<file path="src/rtl/asram_pkg.sv">
package asram_pkg;

    typedef enum logic [1:0] {
        ST_IDLE  = 2'd0,
        ST_READ  = 2'd1,
        ST_WRITE = 2'd2,
        ST_TURN  = 2'd3
    } st_e;

    // Round a nanosecond minimum up to whole clock cycles, never below one.
    function automatic int ns2cyc(input int ns, input int per_ns);
        int c;
        c = (ns + per_ns - 1) / per_ns;
        return (c < 1) ? 1 : c;
    endfunction

    function automatic int imax(input int a, input int b);
        return (a > b) ? a : b;
    endfunction

endpackage

</file>
<file path="src/rtl/asram_phase_timer.sv">
module asram_phase_timer #(
    parameter int CNT_W = 3
) (
    input  logic             clk,
    input  logic             rst,
    input  logic             start,
    input  logic [CNT_W-1:0] len,
    output logic             last,
    output logic [CNT_W-1:0] age
);

    typedef struct packed {
        logic             run;
        logic [CNT_W-1:0] cnt;
        logic [CNT_W-1:0] len;
    } tmr_t;

    tmr_t tmr_d, tmr_q;

    assign last = tmr_q.run && (tmr_q.cnt == tmr_q.len - 1'b1);
    assign age  = tmr_q.cnt;

    always_comb begin
        tmr_d = tmr_q;
        if (start) begin
            tmr_d.run = 1'b1;
            tmr_d.cnt = '0;
            tmr_d.len = len;
        end else if (tmr_q.run) begin
            if (last) begin
                tmr_d.run = 1'b0;
            end else begin
                tmr_d.cnt = tmr_q.cnt + 1'b1;
            end
        end
    end

    always_ff @(posedge clk) begin
        if (rst) begin
            tmr_q <= '0;
        end else begin
            tmr_q <= tmr_d;
        end
    end

    // a phase is never loaded with a zero length
    p_len_nonzero_r8: assert property (@(posedge clk) disable iff (rst)
        start |-> (len != '0));

    // a running phase always ends before the counter can pass its length
    p_cnt_bound_r8: assert property (@(posedge clk) disable iff (rst)
        tmr_q.run |-> (tmr_q.cnt < tmr_q.len));

endmodule

</file>
<file path="src/rtl/asram_datapath.sv">
module asram_datapath #(
    parameter int AW      = 19,
    parameter int DW      = 8,
    parameter int CNT_W   = 3,
    parameter int DRV_DLY = 0
) (
    input  logic             clk,
    input  logic             rst,
    input  logic             accept,
    input  logic [AW-1:0]    in_addr,
    input  logic [DW-1:0]    in_wdata,
    input  logic             we_low_d,
    input  logic [CNT_W-1:0] age_d,
    input  logic             capture,
    input  logic [DW-1:0]    mem_din,
    output logic [AW-1:0]    mem_addr,
    output logic [DW-1:0]    mem_dout,
    output logic             mem_dq_oe,
    output logic [DW-1:0]    host_rdata
);

    typedef struct packed {
        logic [AW-1:0] addr;
        logic [DW-1:0] wdata;
        logic          drive;
        logic [DW-1:0] rdata;
    } dp_t;

    dp_t dp_d, dp_q;
    logic drive_next;

    generate
        if (DRV_DLY == 0) begin : g_drv_now
            assign drive_next = we_low_d;
        end else begin : g_drv_late
            localparam logic [CNT_W-1:0] DLY = CNT_W'(DRV_DLY);
            assign drive_next = we_low_d && (age_d >= DLY);
        end
    endgenerate

    always_comb begin
        dp_d       = dp_q;
        dp_d.drive = drive_next;
        if (accept) begin
            dp_d.addr  = in_addr;
            dp_d.wdata = in_wdata;
        end
        if (capture) begin
            dp_d.rdata = mem_din;
        end
    end

    always_ff @(posedge clk) begin
        if (rst) begin
            dp_q <= '0;
        end else begin
            dp_q <= dp_d;
        end
    end

    assign mem_addr   = dp_q.addr;
    assign mem_dout   = dp_q.wdata;
    assign mem_dq_oe  = dp_q.drive;
    assign host_rdata = dp_q.rdata;

    // data held steady while it is being driven
    p_wdata_steady_r3: assert property (@(posedge clk) disable iff (rst)
        (dp_q.drive && $past(dp_q.drive)) |-> $stable(dp_q.wdata));

endmodule

</file>
<file path="src/rtl/asram_ctrl.sv">
module asram_ctrl #(
    parameter int AW        = 19,
    parameter int DW        = 8,
    parameter int CLK_NS    = 20,
    parameter int RC_NS     = 55,
    parameter int AA_NS     = 55,
    parameter int OE_NS     = 30,
    parameter int WP_NS     = 40,
    parameter int CW_NS     = 50,
    parameter int AWE_NS    = 50,
    parameter int WC_NS     = 55,
    parameter int DS_NS     = 25,
    parameter int HZ_NS     = 20,
    parameter bit OE_LOW_WR = 1'b0
) (
    input  logic          clk,
    input  logic          rst,
    input  logic          host_req,
    input  logic          host_we,
    input  logic [AW-1:0] host_addr,
    input  logic [DW-1:0] host_wdata,
    output logic          host_ready,
    output logic [DW-1:0] host_rdata,
    output logic [AW-1:0] mem_addr,
    output logic          mem_cs_n,
    output logic          mem_oe_n,
    output logic          mem_we_n,
    output logic [DW-1:0] mem_dout,
    output logic          mem_dq_oe,
    input  logic [DW-1:0] mem_din
);
    import asram_pkg::*;

    localparam int RD_CYC  = imax(ns2cyc(RC_NS, CLK_NS),
                                  imax(ns2cyc(AA_NS, CLK_NS), ns2cyc(OE_NS, CLK_NS)));
    localparam int TA_CYC  = ns2cyc(HZ_NS, CLK_NS);
    localparam int DRV_DLY = OE_LOW_WR ? TA_CYC : 0;
    localparam int WR_BASE = imax(imax(ns2cyc(WP_NS, CLK_NS), ns2cyc(CW_NS, CLK_NS)),
                                  imax(ns2cyc(AWE_NS, CLK_NS), ns2cyc(WC_NS, CLK_NS)));
    localparam int WR_DATA = DRV_DLY + ns2cyc(DS_NS, CLK_NS);
    localparam int WR_OEL  = OE_LOW_WR ? ns2cyc(DS_NS + HZ_NS, CLK_NS) : 1;
    localparam int WR_CYC  = imax(WR_BASE, imax(WR_DATA, WR_OEL));
    localparam int MAXC    = imax(RD_CYC, imax(WR_CYC, TA_CYC));
    localparam int CNT_W   = $clog2(MAXC + 1);

    localparam logic [CNT_W-1:0] LEN_RD = CNT_W'(RD_CYC);
    localparam logic [CNT_W-1:0] LEN_WR = CNT_W'(WR_CYC);
    localparam logic [CNT_W-1:0] LEN_TA = CNT_W'(TA_CYC);

    typedef struct packed {
        st_e  st;
        logic cs_n;
        logic oe_n;
        logic we_n;
        logic rdy;
    } ctl_t;

    ctl_t ctl_d, ctl_q;

    logic             tm_start;
    logic [CNT_W-1:0] tm_len;
    logic             tm_last;
    logic [CNT_W-1:0] tm_age;
    logic             accept;
    logic             capture;
    logic             we_low_d;
    logic [CNT_W-1:0] age_d;

    asram_phase_timer #(.CNT_W(CNT_W)) u_timer (
        .clk   (clk),
        .rst   (rst),
        .start (tm_start),
        .len   (tm_len),
        .last  (tm_last),
        .age   (tm_age)
    );

    asram_datapath #(
        .AW      (AW),
        .DW      (DW),
        .CNT_W   (CNT_W),
        .DRV_DLY (DRV_DLY)
    ) u_dp (
        .clk        (clk),
        .rst        (rst),
        .accept     (accept),
        .in_addr    (host_addr),
        .in_wdata   (host_wdata),
        .we_low_d   (we_low_d),
        .age_d      (age_d),
        .capture    (capture),
        .mem_din    (mem_din),
        .mem_addr   (mem_addr),
        .mem_dout   (mem_dout),
        .mem_dq_oe  (mem_dq_oe),
        .host_rdata (host_rdata)
    );

    always_comb begin
        ctl_d     = ctl_q;
        ctl_d.rdy = 1'b0;
        tm_start  = 1'b0;
        tm_len    = LEN_TA;
        accept    = 1'b0;
        capture   = 1'b0;
        we_low_d  = 1'b0;
        age_d     = '0;
        unique case (ctl_q.st)
            ST_IDLE: begin
                if (host_req) begin
                    accept     = 1'b1;
                    tm_start   = 1'b1;
                    ctl_d.cs_n = 1'b0;
                    if (host_we) begin
                        ctl_d.st   = ST_WRITE;
                        ctl_d.we_n = 1'b0;
                        ctl_d.oe_n = !OE_LOW_WR;
                        tm_len     = LEN_WR;
                        we_low_d   = 1'b1;
                        age_d      = '0;
                    end else begin
                        ctl_d.st   = ST_READ;
                        ctl_d.oe_n = 1'b0;
                        tm_len     = LEN_RD;
                    end
                end
            end
            ST_READ: begin
                if (tm_last) begin
                    capture    = 1'b1;
                    tm_start   = 1'b1;
                    tm_len     = LEN_TA;
                    ctl_d.st   = ST_TURN;
                    ctl_d.cs_n = 1'b1;
                    ctl_d.oe_n = 1'b1;
                    ctl_d.rdy  = 1'b1;
                end
            end
            ST_WRITE: begin
                if (tm_last) begin
                    tm_start   = 1'b1;
                    tm_len     = LEN_TA;
                    ctl_d.st   = ST_TURN;
                    ctl_d.cs_n = 1'b1;
                    ctl_d.oe_n = 1'b1;
                    ctl_d.we_n = 1'b1;
                    ctl_d.rdy  = 1'b1;
                end else begin
                    we_low_d = 1'b1;
                    age_d    = tm_age + 1'b1;
                end
            end
            ST_TURN: begin
                if (tm_last) begin
                    ctl_d.st = ST_IDLE;
                end
            end
            default: ctl_d.st = ST_IDLE;
        endcase
    end

    always_ff @(posedge clk) begin
        if (rst) begin
            ctl_q.st   <= ST_IDLE;
            ctl_q.cs_n <= 1'b1;
            ctl_q.oe_n <= 1'b1;
            ctl_q.we_n <= 1'b1;
            ctl_q.rdy  <= 1'b0;
        end else begin
            ctl_q <= ctl_d;
        end
    end

    assign mem_cs_n   = ctl_q.cs_n;
    assign mem_oe_n   = ctl_q.oe_n;
    assign mem_we_n   = ctl_q.we_n;
    assign host_ready = ctl_q.rdy;

    // a deselected memory sees no other strobe and no drive
    p_standby_quiet_r1: assert property (@(posedge clk) disable iff (rst)
        mem_cs_n |-> (mem_we_n && mem_oe_n && !mem_dq_oe));

    // bus driven only inside a write pulse
    p_drive_in_pulse_r3: assert property (@(posedge clk) disable iff (rst)
        mem_dq_oe |-> (!mem_we_n && !mem_cs_n));

    // the address does not move while the memory is selected
    p_addr_hold_r2: assert property (@(posedge clk) disable iff (rst)
        (!mem_cs_n && $past(!mem_cs_n)) |-> $stable(mem_addr));

    // release of chip select is followed by at least one quiet cycle
    p_turnaround_r5: assert property (@(posedge clk) disable iff (rst)
        $rose(mem_cs_n) |=> (mem_cs_n && !mem_dq_oe));

    // ready is a single-cycle pulse
    p_ready_pulse_r6: assert property (@(posedge clk) disable iff (rst)
        host_ready |=> !host_ready);

    // ready follows a strobe release
    p_ready_on_release_r6: assert property (@(posedge clk) disable iff (rst)
        host_ready |-> ($past(!mem_cs_n) && mem_cs_n));

    generate
        if (OE_LOW_WR) begin : g_chk_oel
            // no drive on the cycle write enable falls
            p_late_drive_r4: assert property (@(posedge clk) disable iff (rst)
                $fell(mem_we_n) |-> !mem_dq_oe);
        end else begin : g_chk_oeh
            // output enable and write enable never low together
            p_no_oe_we_r2: assert property (@(posedge clk) disable iff (rst)
                !mem_oe_n |-> mem_we_n);
        end
    endgenerate

endmodule

</file>
<file path="config.mk">
export PLATFORM = sky130hd
export DESIGN_NAME = asram_ctrl
export DESIGN_NICKNAME = d
export VERILOG_FILES = /design/src/rtl/asram_pkg.sv /design/src/rtl/asram_phase_timer.sv /design/src/rtl/asram_datapath.sv /design/src/rtl/asram_ctrl.sv
export SDC_FILE = /design/constraint.sdc
export NUM_CORES = 1
export LEC_CHECK = 0
export BUFFER_PORTS_ARGS = -buffer_cell sky130_fd_sc_hd__buf_2
export CAP_MARGIN = 20
export CORE_UTILIZATION = 35
export CTS_CLUSTER_SIZE = 8
export DETAILED_ROUTE_END_ITERATION = 8
export PLACE_DENSITY = 0.65
export SYNTH_ARGS = -nofsm -noshare
export SYNTH_HDL_FRONTEND = slang
export SYNTH_SLANG_ARGS = --single-unit
</file>
<file path="constraint.sdc">
create_clock -name clk -period 1.6 [get_ports clk]
set_input_delay 0.16 -clock clk [delete_from_list [all_inputs] [get_ports clk]]
set_output_delay 0.16 -clock clk [all_outputs]
set_load 0.03 [all_outputs]
</file>
**Word level (Yosys, flattened, before mapping)**

Index checks and enable logic that the tools add are counted.

- Reduce and logical (&&, ||, !) cells: 10
- Bitwise operators: 1
- Eq/ne operators: 9
- Muxes and demuxes: 24
- Add/subtract/negate cells: 2

Operators by type and width:

| operator | count |
|---|---|
| $reduce_and A4 Y1 | 3 |
| $mux W2 | 5 |
| $ne A2 B2 Y1 const B | 5 |
| $mux W1 | 8 |
| $pmux W1 S2 | 4 |
| $pmux W2 S4 | 1 |
| $mux W3 | 2 |
| $mux W6 | 1 |
| $pmux W2 S3 | 1 |
| $mux W5 | 1 |
| $eq A2 B2 Y1 const B | 2 |
| $mux W4 | 1 |
| $reduce_or A2 Y1 | 2 |
| $reduce_bool A3 Y1 | 1 |
| $add A2 B1 Y2 const B | 1 |
| $eq A2 B1 Y1 const B | 1 |
| $eq A2 B2 Y1 | 1 |
| $logic_not A2 Y1 | 1 |
| $reduce_and A2 Y1 | 1 |
| $reduce_bool A2 Y1 | 1 |
| $sub A2 B1 Y2 const B | 1 |
| $logic_and A1 B1 Y1 | 1 |
| $not A1 Y1 | 1 |

- Register bits after elaboration: 47
- Output and inout bits: 40
- Input port bits: 39

**Depth between registers and ports, before layout**

- Word-level depth: 6
- Mapped depth: 8

**Modules after synthesis**

Synthesis repeated with hierarchy kept, for this count alone.

- Cell total of the unflattened synthesis: 198
- Area, all modules: 1996.9 um^2

Modules (own cells, without submodules):

| module | sequential area each (um^2) | area each (um^2) | cells each | times used |
|---|---|---|---|---|
| asram_datapath | 720.7 | 1287.5 | 115 | 1 |
| asram_ctrl | 120.1 | 419.2 | 52 | 1 |
| asram_phase_timer | 100.1 | 290.3 | 31 | 1 |

**Worst setup path before layout**

No wires, ideal clock.

- Path kind: reg-to-reg
- From: register ctl_q[4] in the netlist's numbering
- To: register u_dp.dp_q (netlist bit u_dp.mem_addr[17])
- Path slack: 0.081 ns
- Arrival: 1.449 ns
- Cell stages (with the launch flop): 8
- Library setup time: 0.070 ns
- Required time: 1.530 ns
- Buffers on the path: 2
- Cell sequence: dfxtp_1 inv_1 ha_1 buf_6 nand2_1 clkbuf_1 nand2_1 a21oi_1

- Cells in the longest elaborated chain, start to end: 2

Ends and longest elaborated chain:

| what | RTL line | text |
|---|---|---|
| from (decl) | asram_ctrl.sv:58 | `ctl_t ctl_d, ctl_q;` |
| from (signal assigned) | asram_ctrl.sv:170 | `ctl_q <= ctl_d;` |
| $logic_not A2 Y1 | asram_ctrl.sv:108 | `unique case (ctl_q.st)` |
| $mux W1 | asram_ctrl.sv:108 |  |
| to (signal assigned) | asram_datapath.sv:57 | `dp_q <= dp_d;` |
| to (decl) | asram_datapath.sv:29 | `dp_t dp_d, dp_q;` |

Every way passes these cells.
A chain may end at the register's enable or synchronous reset.

**Final worst setup path**

- From: register ctl_q[5] in the netlist's numbering
- To: register u_dp.dp_q (netlist bit u_dp.host_rdata[7])

- Cells in the longest elaborated chain, start to end: 2

Ends and longest elaborated chain:

| what | RTL line |
|---|---|
| $eq A2 B1 Y1 | asram_ctrl.sv:108 |
| $mux W1 | asram_ctrl.sv:108 |

Every way passes these cells.

==> results.toml <==
[logic_synthesis]
synth.largest_area_cell = "dfxtp_1"
synth_most_common_cell = "nand2_1"
ys_top_cells_by_area = "dfxtp_1 (48%), nand2_1 (12%), a21oi_1 (10%)"
synthCells = 235
yosysWarnings = 0
syn-num-nets = 279
synth_enable_flop_cells = 0
ys_seq_elements = 47
postSynthAreaPerCell_um2 = 8.34
ys_async_sr_fraction = 0
yosysSeqAreaShare = 0.480
synth_top_area_share = 0.480
synth_cell_types = 37
syn_area_um2 = 1960
synth_commonest_cells = "nand2_1 (63), dfxtp_1 (47), a21oi_1 (40)"
synth_flop_cell = "dfxtp_1"

[worst_hold_path]
min_path_cells = 3
hold_class = "in -> reg"
min_to = "u_dp.mem_addr[11]"
hold_start = "host_addr[11]"

[floorplanning]
rows = 26
pin_count = 79
initial_core_util = 0.374
die_h_um = 76.8
dieArea_um2 = 5910
core_um2 = 5240
dieWidth_um = 76.8

[setup_path]
crit_slowest_cell = "dfxtp_1"
startpoint_type = "register"
worst-setup-path-type = "reg -> reg"
cp_max_fo = 9
r2r_setup_slack_ps = 120
endpoint_kind = "register"
reg2reg_from = "ctl_q[5]"
critPathMaxStageDelay_ps = 360
required_ps = 1780
timing.rr.end = "u_dp.host_rdata[7]"
worstPathArrival_ps = 1660
crit_chain = "inv_1, ha_1, buf_4, clkinvlp_4, o21ai_1, a21oi_1"
reg2reg_depth = 6

[route]
drt-initial-drc-count = 65
num_vias = 1893
ant_nets = 0
routedWlPerCell_um = 11.8
firstDrtPassIters = 4
drc = 0
viasPerCell = 4.87
drt-total-wl_um = 4570

[clock_tree]
cts.sinks = 47
ctsResizeCount = 0
ctsLongestPathBuffers = 2
path_clk_slew_ps = 90
postCtsHoldBufs = 0
cts_made_buffers = 5
cts_tree = "built"
clk_latency_ps = 290
htree_num_levels = 2
cts-root-buf = "clkbuf_8"
postCtsSetupRepairBufs = 0

[sta]
min_period_ps = 1480
slew_viol_final = 0
setup_viol_count_final = 0
worstMarginPinSlew_ps = 269
post-route-period-util = 0.925
hold-worst-slack_ps = 91.3
clock-skew-final_ps = 6.56
max_freq_ghz = 0.675
slew_headroom = 0.820
hold_viol = 0
fin_setup_tns_ps = 0

[place]
place_hpwl_um = 3290
port_buffers = 78
gp_congestion = 0.812

[global_routing]
grt_use_total = 0.157
grt_antenna_before_repair = 0
grt_first_pass_wirelength_um = 7500
grt-ovfl-total = 0
grt_pass1_vias = 1694
grt_max_degree = 24

[finish]
final_layout_size_suffix_gt1_frac = 0.339
syn_to_final_growth_pct = 31.8
antenna_cells = 0
num-fill-cells = 540
final_nets = 362

[pwr]
power.total_mw = 4.29
p_leak_nw = 1.19
power_density_nw_per_um2 = 1660
irDropWorstVdd_uv = 716

[run_status]
status = "complete, no violations"

[run]
cap_viol_max_count = 0
==> where the power goes <==
group / internal, mW / switching [mW] / leakage [nW]
sequential: 1.38 / 0.149 / 0.385
combinational: 0.702 / 1.17 / 0.742
clock: 0.506 / 0.389 / 0.0612
==> routing by layer <==
layer | vias to the layer above | GRT usage | wire length (um)
met5 | - | 0 | 0
met4 | 0 | 0.0404 | 22
met3 | 4 | 0.0464 | 339
met2 | 83 | 0.267 | 2060
met1 | 851 | 0.192 | 2150
li1 | 955 | - | -
==> worst max-delay path by stage <==
| stage | startpoint | to | slack [ps] |
|---|---|---|---|
| 2_1_floorplan | ctl_q[4] | u_dp.mem_addr[17] | 80 |
| 3_3_place_gp | u_timer.tmr_q[1] | u_timer.tmr_q[1] | 110 |
| 3_5_place_dp | u_timer.tmr_q[1] | u_timer.tmr_q[1] | 110 |
| 4_1_cts | ctl_q[4] | u_dp.mem_addr[3] | 80 |
| 5_1_grt | ctl_q[5] | u_dp.host_rdata[7] | -3 |
| 6_report | ctl_q[5] | u_dp.host_rdata[7] | 120 |
==> final cells by class <==
cell class	instances	area (um^2)	area share
clock buffers	6	82.6	0.0319
inverters	8	33.8	0.0131
clock inverters	2	35.0	0.0136
repair buffers	90	484	0.187
multi-input cells	166	921	0.356
flip-flops and latches	47	941	0.364
well taps	70	87.6	0.0339
==> cells by family after synthesis <==
group	count (synthesis)	synth area share
fa+ha+maj	5	0.0319
mux	4	0.0294
simple gates	89	0.195
xor+xnor	1	0.00830
buf+inv	22	0.0562
flops	47	0.480
compound gates	67	0.199
==> flip-flops by register name, summed over array words and instances (netlist names) <==
| name | cells |
|---|---|
| u_dp.mem_dout | 8 |
| ctl_q | 2 |
| u_dp.mem_addr | 19 |
| u_timer.age | 2 |
| mem_we_n | 1 |
| host_ready | 1 |
| u_timer.tmr_q | 3 |
| mem_oe_n | 1 |
| mem_cs_n | 1 |
| u_dp.mem_dq_oe | 1 |
| u_dp.host_rdata | 8 |
==> through the flow <==
stage	std cells	worst slack (ps)	util	instance area, um^2
3_3_place_gp	381	114	0.468	2450
6_report	389	119	0.494	2580
4_1_cts	389	82.3	0.490	2570
5_1_grt	389	-2.64	0.494	2580
3_5_place_dp	381	110	0.468	2450
2_1_floorplan	235	80.7	-	1960
==> worst max-delay path, delay by kind of cell (launching register included) <==
kind	cells	cell delay, ps
buffers and inverters	3	490
flip-flops	1	360
AO/OA/AOI/OAI	2	260
adder cells (fa/ha/maj)	1	250
==> layout by cell type (no fill, tap or decap), types with 2 or more instances in the layout <==
cell / netlist / final
a211oi_1: 3 / 3
a21oi_1: 40 / 40
buf_2: 1 / 78
buf_4: 0 / 11
clkbuf_8: 0 / 6
dfxtp_1: 47 / 47
ha_1: 5 / 5
inv_1: 8 / 7
mux2i_1: 2 / 2
nand2_1: 63 / 63
nand3_1: 9 / 9
nand3b_1: 2 / 2
nor2_1: 4 / 4
nor2b_1: 3 / 3
nor3_1: 4 / 4
o21ai_1: 12 / 12
Power figures use the tool's default switching activity.
